$ cat config.mk
export PLATFORM = sky130hd
export DESIGN_NAME = cop_lat_scoreboard
export DESIGN_NICKNAME = d
export VERILOG_FILES = /design/src/rtl/cls_pkg.sv /design/src/rtl/cls_lat_rom.sv /design/src/rtl/cls_ready_track.sv /design/src/rtl/cls_idle_accum.sv /design/src/rtl/cop_lat_scoreboard.sv
export SDC_FILE = /design/constraint.sdc
export NUM_CORES = 1
export LEC_CHECK = 0
export ABC_CLOCK_PERIOD_IN_PS = 14500
export BUFFER_PORTS_ARGS = -buffer_cell sky130_fd_sc_hd__buf_2
export CELL_PAD_IN_SITES_DETAIL_PLACEMENT = 1
export CELL_PAD_IN_SITES_GLOBAL_PLACEMENT = 1
export CORE_MARGIN = 1
export CORE_UTILIZATION = 45
export CTS_CLUSTER_DIAMETER = 80
export DETAILED_ROUTE_END_ITERATION = 8
export HOLD_SLACK_MARGIN = 0.03
export PLACE_DENSITY = 0.9
export SLEW_MARGIN = 20
export SYNTH_ARGS = -nofsm -noshare
export SYNTH_HDL_FRONTEND = slang
export SYNTH_SLANG_ARGS = --single-unit
$ cat constraint.sdc
create_clock -name clk -period 14.5 [get_ports clk]
set_input_delay 4.35 -clock clk [delete_from_list [all_inputs] [get_ports clk]]
set_output_delay 4.35 -clock clk [all_outputs]
set_load 0.03 [all_outputs]
$ cat src/rtl/cls_pkg.sv
// Package: shared widths and the latency function for the scoreboard.
// Assumes function codes are 6 bits; unlisted codes cost a single cycle.
package cls_pkg;
    localparam int FUNC_W = 6;
    localparam int LAT_W  = 8;

    // Latency in cycles for one function code.
    function automatic logic [LAT_W-1:0] lat_of(input logic [5:0] code);
        case (code)
            6'h00: lat_of = 8'd2;
            6'h01: lat_of = 8'd16;
            6'h06: lat_of = 8'd8;
            6'h0C: lat_of = 8'd6;
            6'h10: lat_of = 8'd8;
            6'h11: lat_of = 8'd8;
            6'h12: lat_of = 8'd8;
            6'h13: lat_of = 8'd19;
            6'h14: lat_of = 8'd13;
            6'h16: lat_of = 8'd44;
            6'h1B: lat_of = 8'd17;
            6'h1C: lat_of = 8'd11;
            6'h1E: lat_of = 8'd14;
            6'h20: lat_of = 8'd30;
            6'h28: lat_of = 8'd5;
            6'h29: lat_of = 8'd8;
            6'h2A: lat_of = 8'd17;
            6'h2D: lat_of = 8'd5;
            6'h2E: lat_of = 8'd6;
            6'h30: lat_of = 8'd23;
            6'h3D: lat_of = 8'd6;
            6'h3E: lat_of = 8'd5;
            6'h3F: lat_of = 8'd39;
            default: lat_of = 8'd1;
        endcase
    endfunction
endpackage

$ cat src/rtl/cls_lat_rom.sv
// Module: constant latency ROM, one entry per function code.
// Assumes FUNC_W is small enough that 2**FUNC_W entries is cheap.
module cls_lat_rom #(
    parameter int FUNC_W = cls_pkg::FUNC_W,
    parameter int LAT_W  = cls_pkg::LAT_W
) (
    input  logic [FUNC_W-1:0] func,
    output logic [LAT_W-1:0]  lat
);
    localparam int DEPTH = 1 << FUNC_W;

    logic [LAT_W-1:0] rom [DEPTH];

    // Fill each ROM word from the package function.
    for (genvar g = 0; g < DEPTH; g++) begin : g_entry
        assign rom[g] = LAT_W'(cls_pkg::lat_of(6'(g)));
    end

    assign lat = rom[func];

    // no code may yield a zero latency.
    always_comb begin
        a_r2_lat_nonzero: assert (lat != '0) else $error("R2 zero latency");
    end
endmodule

$ cat src/rtl/cls_ready_track.sv
// Module: holds the ready point and derives busy and stall distance.
// Assumes cur_pos never decreases and does not wrap during use.
module cls_ready_track #(
    parameter int POS_W = 32,
    parameter int LAT_W = cls_pkg::LAT_W
) (
    input  logic             clk,
    input  logic             rst_n,
    input  logic             issue,
    input  logic [POS_W-1:0] cur_pos,
    input  logic [LAT_W-1:0] lat,
    output logic             busy,
    output logic [POS_W-1:0] stall
);
    logic [POS_W-1:0] ready_pt;

    // Re-arm the ready point on every command issue.
    always_ff @(posedge clk) begin
        if (!rst_n)     ready_pt <= '0;
        else if (issue) ready_pt <= cur_pos + POS_W'(lat);
    end

    assign busy  = cur_pos < ready_pt;
    assign stall = busy ? (ready_pt - cur_pos) : '0;

    // without a command the ready point must not move.
    a_r6_ready_hold: assert property (@(posedge clk) disable iff (!rst_n)
        !issue |=> $stable(ready_pt));

    // a free coprocessor reports no stall.
    a_r4_free_no_stall: assert property (@(posedge clk) disable iff (!rst_n)
        !busy |-> (stall == '0));
endmodule

$ cat src/rtl/cls_idle_accum.sv
// Module: wrapping accumulator of stall cycles charged to accesses.
// Assumes the amount is already zero when nothing is charged.
module cls_idle_accum #(
    parameter int IDLE_W = 32,
    parameter int POS_W  = 32
) (
    input  logic              clk,
    input  logic              rst_n,
    input  logic              charge,
    input  logic [POS_W-1:0]  amount,
    output logic [IDLE_W-1:0] total
);
    // Add the stall distance on a charged cycle; modulo 2**IDLE_W.
    always_ff @(posedge clk) begin
        if (!rst_n)      total <= '0;
        else if (charge) total <= total + IDLE_W'(amount);
    end

    // no charge leaves the total untouched.
    a_r10_idle_hold: assert property (@(posedge clk) disable iff (!rst_n)
        !charge |=> $stable(total));
endmodule

$ cat src/rtl/cop_lat_scoreboard.sv
// Module: top of the coprocessor latency scoreboard.
// Combines the latency ROM, ready-point tracker and idle accumulator.
// Assumes cur_pos is monotone; commands and transfers share one charge.
module cop_lat_scoreboard #(
    parameter int FUNC_W = cls_pkg::FUNC_W,
    parameter int LAT_W  = cls_pkg::LAT_W,
    parameter int POS_W  = 32,
    parameter int IDLE_W = 32
) (
    input  logic              clk,
    input  logic              rst_n,
    input  logic              cmd_valid,
    input  logic [FUNC_W-1:0] cmd_func,
    input  logic              xfer_valid,
    input  logic [POS_W-1:0]  cur_pos,
    output logic              busy,
    output logic [POS_W-1:0]  stall_cycles,
    output logic [IDLE_W-1:0] idle_total
);
    logic [LAT_W-1:0] lat;
    logic             access;
    logic             charge;

    assign access = cmd_valid | xfer_valid;
    assign charge = access & busy;

    cls_lat_rom #(.FUNC_W(FUNC_W), .LAT_W(LAT_W)) u_rom (
        .func (cmd_func),
        .lat  (lat)
    );

    cls_ready_track #(.POS_W(POS_W), .LAT_W(LAT_W)) u_track (
        .clk     (clk),
        .rst_n   (rst_n),
        .issue   (cmd_valid),
        .cur_pos (cur_pos),
        .lat     (lat),
        .busy    (busy),
        .stall   (stall_cycles)
    );

    cls_idle_accum #(.IDLE_W(IDLE_W), .POS_W(POS_W)) u_idle (
        .clk    (clk),
        .rst_n  (rst_n),
        .charge (charge),
        .amount (stall_cycles),
        .total  (idle_total)
    );

    // a busy coprocessor always reports a nonzero stall.
    a_r4_busy_stall: assert property (@(posedge clk) disable iff (!rst_n)
        busy |-> (stall_cycles != '0));

    // an access while free does not change the idle total.
    a_r5_free_access: assert property (@(posedge clk) disable iff (!rst_n)
        (access && !busy) |=> $stable(idle_total));
endmodule

==> flow_summary.yaml, run 1 <==
power:
  vdd_drop_max_mv: 0.0522
  p_per_area_nw_per_um2: 91.5
  power.total_uw: 693
  p_leak_nw: 3.62
layout:
  post-route-cell-area_um2: 7580
  final_common_cell: "nor2_1"
  area_growth_pct: 13.9
  finish.net_count: 1079
  final_cell_mix: "nor2_1, buf_2, ha_1, a21oi_1, dfxtp_1"
  fill_cells: 1846
  layout-drive-gt1-share_pct: 14.2
  diodes: 0
  final_util_pct: 52.3
floorplanning:
  ioPinCount: 107
  start_util_pct: 45.9
  die_y_um: 124
  row_count: 44
  design.die.area_um2: 15300
  die_w_um: 124
  fp.coreArea_um2: 14500
sta:
  fin_crit_sh_pct: 84.2
  whs_ns: 0.494
  fin_crit_ns: 12.21
  setup_viol: 0
  worst_slew_pin_slew_ns: 0.927
  slew_viol_final: 0
  report.final.hold_viol_count: 0
  max-slew-margin-rel_pct: 37.6
  setup_tns_ns: 0
  fmax_ghz: 0.0819
  finClkSkew_ns: 0.00478
  rsz0062_at_grt: "no"
logic_synthesis:
  seq_area_frac_synth_pct: 19.3
  synth_edf_count: 0
  synth_seq_cells: 64
  synth-main-ff-cell: "dfxtp_1"
  ys_warn_count: 0
  synth_nets: 995
  synth_area_um2: 6650
  avgSynthCellArea_um2: 7.61
  synth_cell_type_count: 66
  netlist_instances: 874
  async_reset_ff_share_pct: 0
drt:
  dr.pass1.iters: 5
  drc: 0
  wl_per_cell_um: 18.5
  first_iter_violations: 368
  via_per_inst: 5.95
  final_antenna_net_count: 0
  routed-via-count: 6822
  wl_um: 21200
global_routing:
  grt_pass1_vias: 6696
  grt_overflow_total: 0
  track_usage_pct: 27.9
  grt_max_degree: 61
  grt_pass1_wl_um: 33600
  antenna_found_initial: 0
placed_design:
  dpl.hpwl_um: 16400
  place.gp.congestion: 0.875
  portBuffers: 106
  dpl-instance-area_um2: 7260
run_status:
  status: "completed"
setup_path:
  critPathMaxStageDelay_ns: 0.42
  end_kind: "output pin"
  worstPathArrival_ns: 7.86
  cp_top_family: "compound AO/OA/AOI/OAI gates"
  cpMaxStageDelayCell: "fa_1"
  crit_required_ns: 10.15
  start_kind: "input pin"
  criticalPathCategory: "in -> out"
  critical_path.cell_chain: "buf_2, ha_1, inv_1, fa_1, a21o_1, a21o_2, a211oi_4, o2111a_1, o21ba_4, o221ai_4, a211oi_4, nand2b_1, buf_4, inv_1, and2_1, buf_2"
  crit_buf_inv: 5
  crit_fanout: 33
clock_network:
  cts-root-buf: "clkbuf_16"
  post-cts-setup-buffer-count: 0
  clk_latency_ns: 0.34
  hold_buffers: 0
  cts.path.max_buffers: 2
  clk_pin_slew_worst_paths_ns: 0.06
  h-tree-depth: 3
  cts_buffers: 9
  cts.sinks: 64
  post_cts_resized: 0
  cts_tree: "yes"
run:
  drv_cap: 0
worst_hold_path:
  hold_path.class: "reg -> reg"
[cell type report]
cell class              count  area [µm²]  area share [%]
multi-input cells         723        5010            66.2
repair buffers            108         548            7.23
flip-flops and latches     64        1280            16.9
clock inverters             5        55.1           0.727
clock buffers              11         253            3.34
inverters                  52         196            2.59
well taps                 184         230            3.04
[cells by family (layout without fill, tap and decap cells)]
kind of cell,count (synthesis),after routing,synth area share (%)
AO/OA/AOI/OAI,268,268,26.8
XOR/XNOR,82,82,10.8
adder cells (fa/ha/maj),79,79,15.2
buffers and inverters,87,176,5.36
flip-flops,64,64,19.3
multiplexers,25,25,3.76
AND/OR/NAND/NOR,269,269,18.8
[Yosys cell counts (3+ instances only)]
master    instances  share of area, %
a211oi_1         36               4.1
a21o_1           39               4.4
a21oi_1          74               5.6
a311oi_1          3              0.40
a31oi_1           5              0.47
and2_1            6              0.56
and3_1            8              0.75
buf_2             3              0.23
buf_6             3              0.51
clkbuf_1         26               1.5
dfxtp_1          64                19
fa_1              3              0.90
ha_1             76                14
inv_1            51               2.9
mux2i_1          25               3.8
nand2_1          47               2.7
nand2b_1          9              0.85
nand3_1          21               1.6
nand4_1          15               1.4
nor2_1          117               6.6
nor2b_1           9              0.85
nor3_1           16               1.2
nor3b_1           3              0.34
nor4_1            4              0.38
o211ai_1          4              0.45
o21a_1            6              0.68
o21ai_0          51               3.8
o21bai_1         13               1.5
o22ai_1           5              0.47
or3_1             4              0.38
xnor2_1          60               7.9
xor2_1           22               2.9
[metrics by stage]
| step | cells | setup WS (ns) |
|---|---|---|
| floorplan | 874 | 2.92 |
| global placement | 1131 | 2.41 |
| detailed placement | 1131 | 2.30 |
| CTS | 1147 | 2.30 |
| global route | 1147 | 2.15 |
| finish | 1147 | 2.29 |
[flip-flops by register name, summed over array words and instances (netlist names)]
| signal | count |
|---|---|
| u_idle.total | 32 |
| u_track.ready_pt | 32 |
[report_power, final]
group / leakage (nW) / switching (mW) / internal [mW]
logic: 2.94 / 0.174 / 0.0957
registers: 0.525 / 0.00858 / 0.187
clock network: 0.148 / 0.0863 / 0.142
total: 3.62 / 0.268 / 0.425
[path summary, 6_finish.rpt]
check	slack (ns)	cells past startpoint	endpoint	startpoint
worst max-delay path	2.29	16	stall_cycles[1]	cur_pos[0]
worst max register to register	8.09	26	u_idle.total[31]	u_track.ready_pt[0]
worst min register to register	0.49	2	u_idle.total[19]	u_idle.total[19]
worst min-delay path	0.49	2	u_idle.total[19]	u_idle.total[19]
[tightest hold or removal path, delay by kind of cell, from the launching register on]
family          cells  cell delay, ns
compound gates      1            0.06
flops               1            0.32
simple gates        1            0.06
[metal layers]
metal | wire, µm | part of all wire, % | vias to the layer above | GRT usage (%)
li1 | - | - | 3313 | -
met1 | 10200 | 48 | 3319 | 37.6
met2 | 10000 | 47 | 156 | 46.3
met3 | 663 | 3.1 | 34 | 3.23
met4 | 363 | 1.7 | 0 | 8.51
met5 | 0 | 0 | - | 0
Power figures use the tool's default switching activity.
==> run 2: changes to the inputs <==
--- a/config.mk
+++ b/config.mk
@@ -5,16 +5,16 @@
 export SDC_FILE = /design/constraint.sdc
 export NUM_CORES = 1
 export LEC_CHECK = 0
-export ABC_CLOCK_PERIOD_IN_PS = 14500
+export ABC_CLOCK_PERIOD_IN_PS = 11430
 export BUFFER_PORTS_ARGS = -buffer_cell sky130_fd_sc_hd__buf_2
 export CELL_PAD_IN_SITES_DETAIL_PLACEMENT = 1
 export CELL_PAD_IN_SITES_GLOBAL_PLACEMENT = 1
 export CORE_MARGIN = 1
-export CORE_UTILIZATION = 45
+export CORE_UTILIZATION = 43
 export CTS_CLUSTER_DIAMETER = 80
 export DETAILED_ROUTE_END_ITERATION = 8
 export HOLD_SLACK_MARGIN = 0.03
-export PLACE_DENSITY = 0.9
+export PLACE_DENSITY = 0.87
 export SLEW_MARGIN = 20
 export SYNTH_ARGS = -nofsm -noshare
 export SYNTH_HDL_FRONTEND = slang
==> constraint.sdc (replaced) <==
create_clock -name clk -period 11.43 [get_ports clk]
set_input_delay 3.429 -clock clk [delete_from_list [all_inputs] [get_ports clk]]
set_output_delay 3.429 -clock clk [all_outputs]
set_load 0.03 [all_outputs]
==> flow_summary.yaml, run 2 (synthesis gave the netlist of run 1 again) <==
setup_path:
  crit_fanout: 23
  critPathMaxStageDelay_ns: 0.41
  end_kind: "output pin"
  worstPathArrival_ns: 6.72
  criticalPathCategory: "in -> out"
  critical_path.cell_chain: "buf_2, ha_1, inv_1, fa_1, a21o_1, a21o_2, a211oi_4, o2111a_1, o21ba_4, o221ai_4, a211oi_4, nand2b_1, buf_4, nor3_1, buf_2"
  crit_required_ns: 8.00
  r2r-start: "u_track.ready_pt[0]"
  cpMaxStageDelayCell: "fa_1"
  r2r_cells: 26
  rr_endpoint: "u_idle.total[31]"
  startpoint: "cur_pos[0]"
  rrSetupSlack_ns: 5.24
  endpoint: "stall_cycles[15]"
  start_kind: "input pin"
layout:
  final_util_pct: 49.8
  area_growth_pct: 13.5
  fill_cells: 1980
  regArea_um2: 1280
  layout-drive-gt1-share_pct: 13.8
  diodes: 0
  finish.net_count: 1080
  multiInputGateArea_um2: 5010
  final_cells: 1150
  final_common_cell: "nor2_1"
  final_cell_mix: "nor2_1, buf_2, ha_1, a21oi_1, dfxtp_1"
  reg_top3: "u_idle.total: 32 flops, u_track.ready_pt: 32 flops"
placed_design:
  dp_slack_ns: 1.27
  portBuffers: 106
  place.gp.congestion: 0.869
  dp_cells: 1135
  dpl.hpwl_um: 16100
sta:
  finClkSkew_ns: 0.00990
  report.final.hold_viol_count: 0
  slew_viol_final: 0
  fin_crit_ns: 10.15
  setup_tns_ns: 0
  fin_ws_ns: 1.28
  setup_viol: 0
  fin_crit_sh_pct: 88.8
  fmax_ghz: 0.0985
  worst_slew_pin_slew_ns: 1.12
  rsz0062_at_grt: "no"
  max-slew-margin-rel_pct: 25.3
floorplanning:
  design.die.area_um2: 16000
  die_w_um: 126
  fp.coreArea_um2: 15100
  die_y_um: 126
  start_util_pct: 43.9
  row_count: 45
  ioPinCount: 107
global_routing:
  track_usage_pct: 26.1
  grt_overflow_total: 0
  grt_pass1_vias: 6750
  grt_pass1_wl_um: 33700
  grt_max_degree: 61
  antenna_found_initial: 0
clock_network:
  post-cts-setup-buffer-count: 0
  cts-root-buf: "clkbuf_16"
  hold_buffers: 0
  post_cts_resized: 0
  cts.path.max_buffers: 2
  clk_latency_ns: 0.34
  cts_buffers: 9
  h-tree-depth: 3
  cts_tree: "yes"
  clk_pin_slew_worst_paths_ns: 0.05
  cts.sinks: 64
worst_hold_path:
  hold_depth: 2
  hold_path.class: "reg -> reg"
run:
  drv_cap: 0
drt:
  routed-via-count: 6660
  wl_um: 20800
  wl_per_cell_um: 18.1
  final_antenna_net_count: 0
  via_per_inst: 5.79
  first_iter_violations: 372
  dr.pass1.iters: 5
  drc: 0
power:
  vdd_drop_max_mv: 0.0646
  power.total_uw: 842
  p_per_area_nw_per_um2: 112
  p_leak_nw: 3.60
run_status:
  status: "completed"
[run 2: cell types whose count changed in the layout (fill, tap and decap cells not counted)]
cell | before | now
buf_12 | 0 | 1
bufinv_16 | 1 | 0
clkbuf_1 | 0 | 3
clkbuf_8 | 2 | 1
clkinv_2 | 3 | 1
clkinvlp_4 | 2 | 0
inv_2 | 0 | 1
[run 2: critical path: cells and delay by family]
family                     cells  cell delay [ns]
AOI/OAI and AO/OA              7             1.77
adders and majority gates      2             0.57
buffers and inverters          4             0.63
and+or+nand+nor                2             0.32
[run 2: final cells by class]
cell class	instances	share of cell area (%)
multi-input cells	723	66.4
clock buffers	13	3.32
inverters	52	2.59
repair buffers	109	7.53
flip-flops and latches	64	17.0
clock inverters	1	0.0663
well taps	188	3.12
[run 2: worst min path at each step]
stage | to | start | slack, ns
floorplan | u_track.ready_pt[0] | u_track.ready_pt[0] | 0.46
global placement | u_track.ready_pt[0] | u_track.ready_pt[0] | 0.47
detailed placement | u_track.ready_pt[0] | u_track.ready_pt[0] | 0.48
CTS | u_track.ready_pt[14] | u_track.ready_pt[14] | 0.49
global route | u_track.ready_pt[16] | u_track.ready_pt[16] | 0.52
finish | u_track.ready_pt[14] | u_track.ready_pt[14] | 0.49
[run 2: through the flow]
step / area (µm²) / hold slack (ns)
2_1_floorplan: 6650 / 0.460
3_3_place_gp: 7270 / 0.473
3_5_place_dp: 7270 / 0.483
4_1_cts: 7520 / 0.490
5_1_grt: 7550 / 0.516
6_report: 7550 / 0.491
[run 2: layer usage]
layer  wire length (µm)  global-route usage [%]  vias to the layer above
li1                   -                       -                     3301
met1              10100                    34.6                     3178
met2               9780                    44.5                      150
met3                627                    3.50                       31
met4                357                    7.16                        0
met5                  0                       0                        -
[run 2: power by group]
part	switching (mW)	internal, mW
clock network	0.102	0.150
registers	0.0106	0.238
logic	0.219	0.122
==> run 3: changes to the inputs <==
--- a/config.mk
+++ b/config.mk
@@ -11,10 +11,11 @@
 export CELL_PAD_IN_SITES_GLOBAL_PLACEMENT = 1
 export CORE_MARGIN = 1
 export CORE_UTILIZATION = 43
+export CTS_BUF_LIST = sky130_fd_sc_hd__clkbuf_16
 export CTS_CLUSTER_DIAMETER = 80
 export DETAILED_ROUTE_END_ITERATION = 8
 export HOLD_SLACK_MARGIN = 0.03
-export PLACE_DENSITY = 0.87
+export PLACE_DENSITY_LB_ADDON = 0.12
 export SLEW_MARGIN = 20
 export SYNTH_ARGS = -nofsm -noshare
 export SYNTH_HDL_FRONTEND = slang
==> flow_summary.yaml, run 3 (synthesis gave the netlist of run 1 again) <==
layout:
  diodes: 0
  fill_cells: 1941
  finish.net_count: 1080
  post-route-cell-area_um2: 7580
  reg_top3: "u_idle.total: 32 flops, u_track.ready_pt: 32 flops"
  regArea_um2: 1280
  layout-drive-gt1-share_pct: 13.8
  final_common_cell: "nor2_1"
  area_growth_pct: 14.0
  final_cell_mix: "nor2_1, buf_2, ha_1, a21oi_1, dfxtp_1"
  multiInputGateArea_um2: 5010
setup_path:
  crit_required_ns: 8.00
  criticalPathCategory: "in -> out"
  critPathMaxStageDelay_ns: 0.40
  startpoint: "cur_pos[0]"
  r2r-start: "u_track.ready_pt[0]"
  critical_path.cell_chain: "buf_2, ha_1, inv_1, fa_1, a21o_1, a21o_2, a211oi_4, o2111a_1, o21ba_4, o221ai_4, a211oi_4, nand2b_1, buf_4, inv_1, and2_1, buf_2"
  crit_fanout: 33
  start_kind: "input pin"
  worstPathArrival_ns: 6.90
  end_kind: "output pin"
  cpMaxStageDelayCell: "fa_1"
global_routing:
  track_usage_pct: 25.3
  grt_busiest_layer: "met2"
  grt_pass1_vias: 6420
  antenna_found_initial: 0
  grt_max_degree: 61
  grt_overflow_total: 0
  use_met3_pct: 3.67
  use_met1_pct: 35.2
  grtUsageMet2_pct: 41.8
  grt_pass1_wl_um: 32600
clock_network:
  post-cts-setup-buffer-count: 0
  clk_pin_slew_worst_paths_ns: 0.05
  cts-root-buf: "clkbuf_16"
  hold_buffers: 0
  clk_latency_ns: 0.34
  cts.path.max_buffers: 2
  cts_buffers: 9
  h-tree-depth: 3
  cts_tree: "yes"
  post_cts_resized: 0
  cts.sinks: 64
sta:
  rsz0062_at_grt: "no"
  slew_viol_final: 0
  setup_viol: 0
  max-slew-margin-rel_pct: 27.8
  fmax_ghz: 0.0968
  setup_tns_ns: 0
  fin_crit_sh_pct: 90.4
  finClkSkew_ns: 0.00546
  fin_crit_ns: 10.33
  worst_slew_pin_slew_ns: 1.08
  report.final.hold_viol_count: 0
power:
  internal_power_uw: 545
  clkPwrFrac_pct: 33.5
  p_leak_nw: 3.63
  switchingPower_uw: 332
  pwr-share-comb_pct: 38.2
  p_per_area_nw_per_um2: 116
  seqPwrFrac_pct: 28.2
  swShare_pct: 37.8
  vdd_drop_max_mv: 0.0617
placed_design:
  dpl-instance-area_um2: 7280
  dpl.hpwl_um: 15600
  place.gp.congestion: 0.856
  portBuffers: 106
drt:
  via_per_inst: 5.69
  wl_um: 20000
  final_antenna_net_count: 0
  first_iter_violations: 312
  routed-via-count: 6560
  dr.pass1.iters: 4
  drc: 0
  wl_per_cell_um: 17.4
worst_hold_path:
  worstHoldStart: "u_track.ready_pt[20]"
  hold_path.class: "reg -> reg"
floorplanning:
  ioPinCount: 107
  row_count: 45
  start_util_pct: 43.9
  die_w_um: 126
  fp.coreArea_um2: 15100
  die_y_um: 126
  design.die.area_um2: 16000
run:
  drv_cap: 0
run_status:
  status: "completed"
## run 3: changes by cell type in the layout (fill, tap and decap cells not counted)
cell	change
clkinv_2	-1
inv_1	+2
buf_12	-1
clkbuf_1	-3
buf_2	+1
bufinv_16	+2
clkbuf_8	-1
clkinv_1	+3
## run 3: worst paths after layout
| check | endpoint | slack, ns | depth (start not counted) |
|---|---|---|---|
| setup / recovery | stall_cycles[1] | 1.10 | 16 |
| hold / removal | u_track.ready_pt[20] | 0.49 | 2 |
| setup reg to reg | u_idle.total[31] | 5.07 | 26 |
| hold reg to reg | u_track.ready_pt[20] | 0.49 | 2 |
## run 3: power groups by stage
stage               clock [mW]  sequential, mW  combinational (mW)
finish                   0.294           0.248               0.335
global placement             0           0.252               0.330
detailed placement           0           0.252               0.333
global route             0.305           0.249               0.366
CTS                      0.299           0.248               0.336
floorplan                    0           0.260               0.236
## run 3: cell type report
type | count | share of cell area, %
Clock buffer | 9 | 2.97
Multi-Input combinational cell | 723 | 66.1
Timing Repair Buffer | 109 | 7.29
Tap cell | 188 | 3.10
Sequential cell | 64 | 16.9
Clock inverter | 7 | 1.04
Inverter | 52 | 2.57
## run 3: metrics by stage
stage | setup WS, ns | total power [mW] | util, % | std cells | hold slack, ns
finish | 1.10 | 0.878 | 50.1 | 1152 | 0.492
global route | 0.843 | 0.920 | 50.1 | 1152 | 0.522
CTS | 1.08 | 0.883 | 50.1 | 1152 | 0.493
detailed placement | 1.08 | 0.585 | 48.0 | 1136 | 0.485
global placement | 1.18 | 0.582 | 48.0 | 1136 | 0.482
floorplan | 1.69 | 0.495 | - | 874 | 0.460
## run 3: critical path: cells and delay by family
kind                       cells  cell delay [ns]
adders and majority gates      2             0.55
AOI/OAI and AO/OA              7             1.76
and+or+nand+nor                2             0.36
buffers and inverters          5             0.79
## run 3: layer usage
metal	part of all wire (%)	vias to the layer above
met2	46	113
met1	50	3128
met5	0	-
met3	3.4	14
li1	-	3305
met4	0.95	0
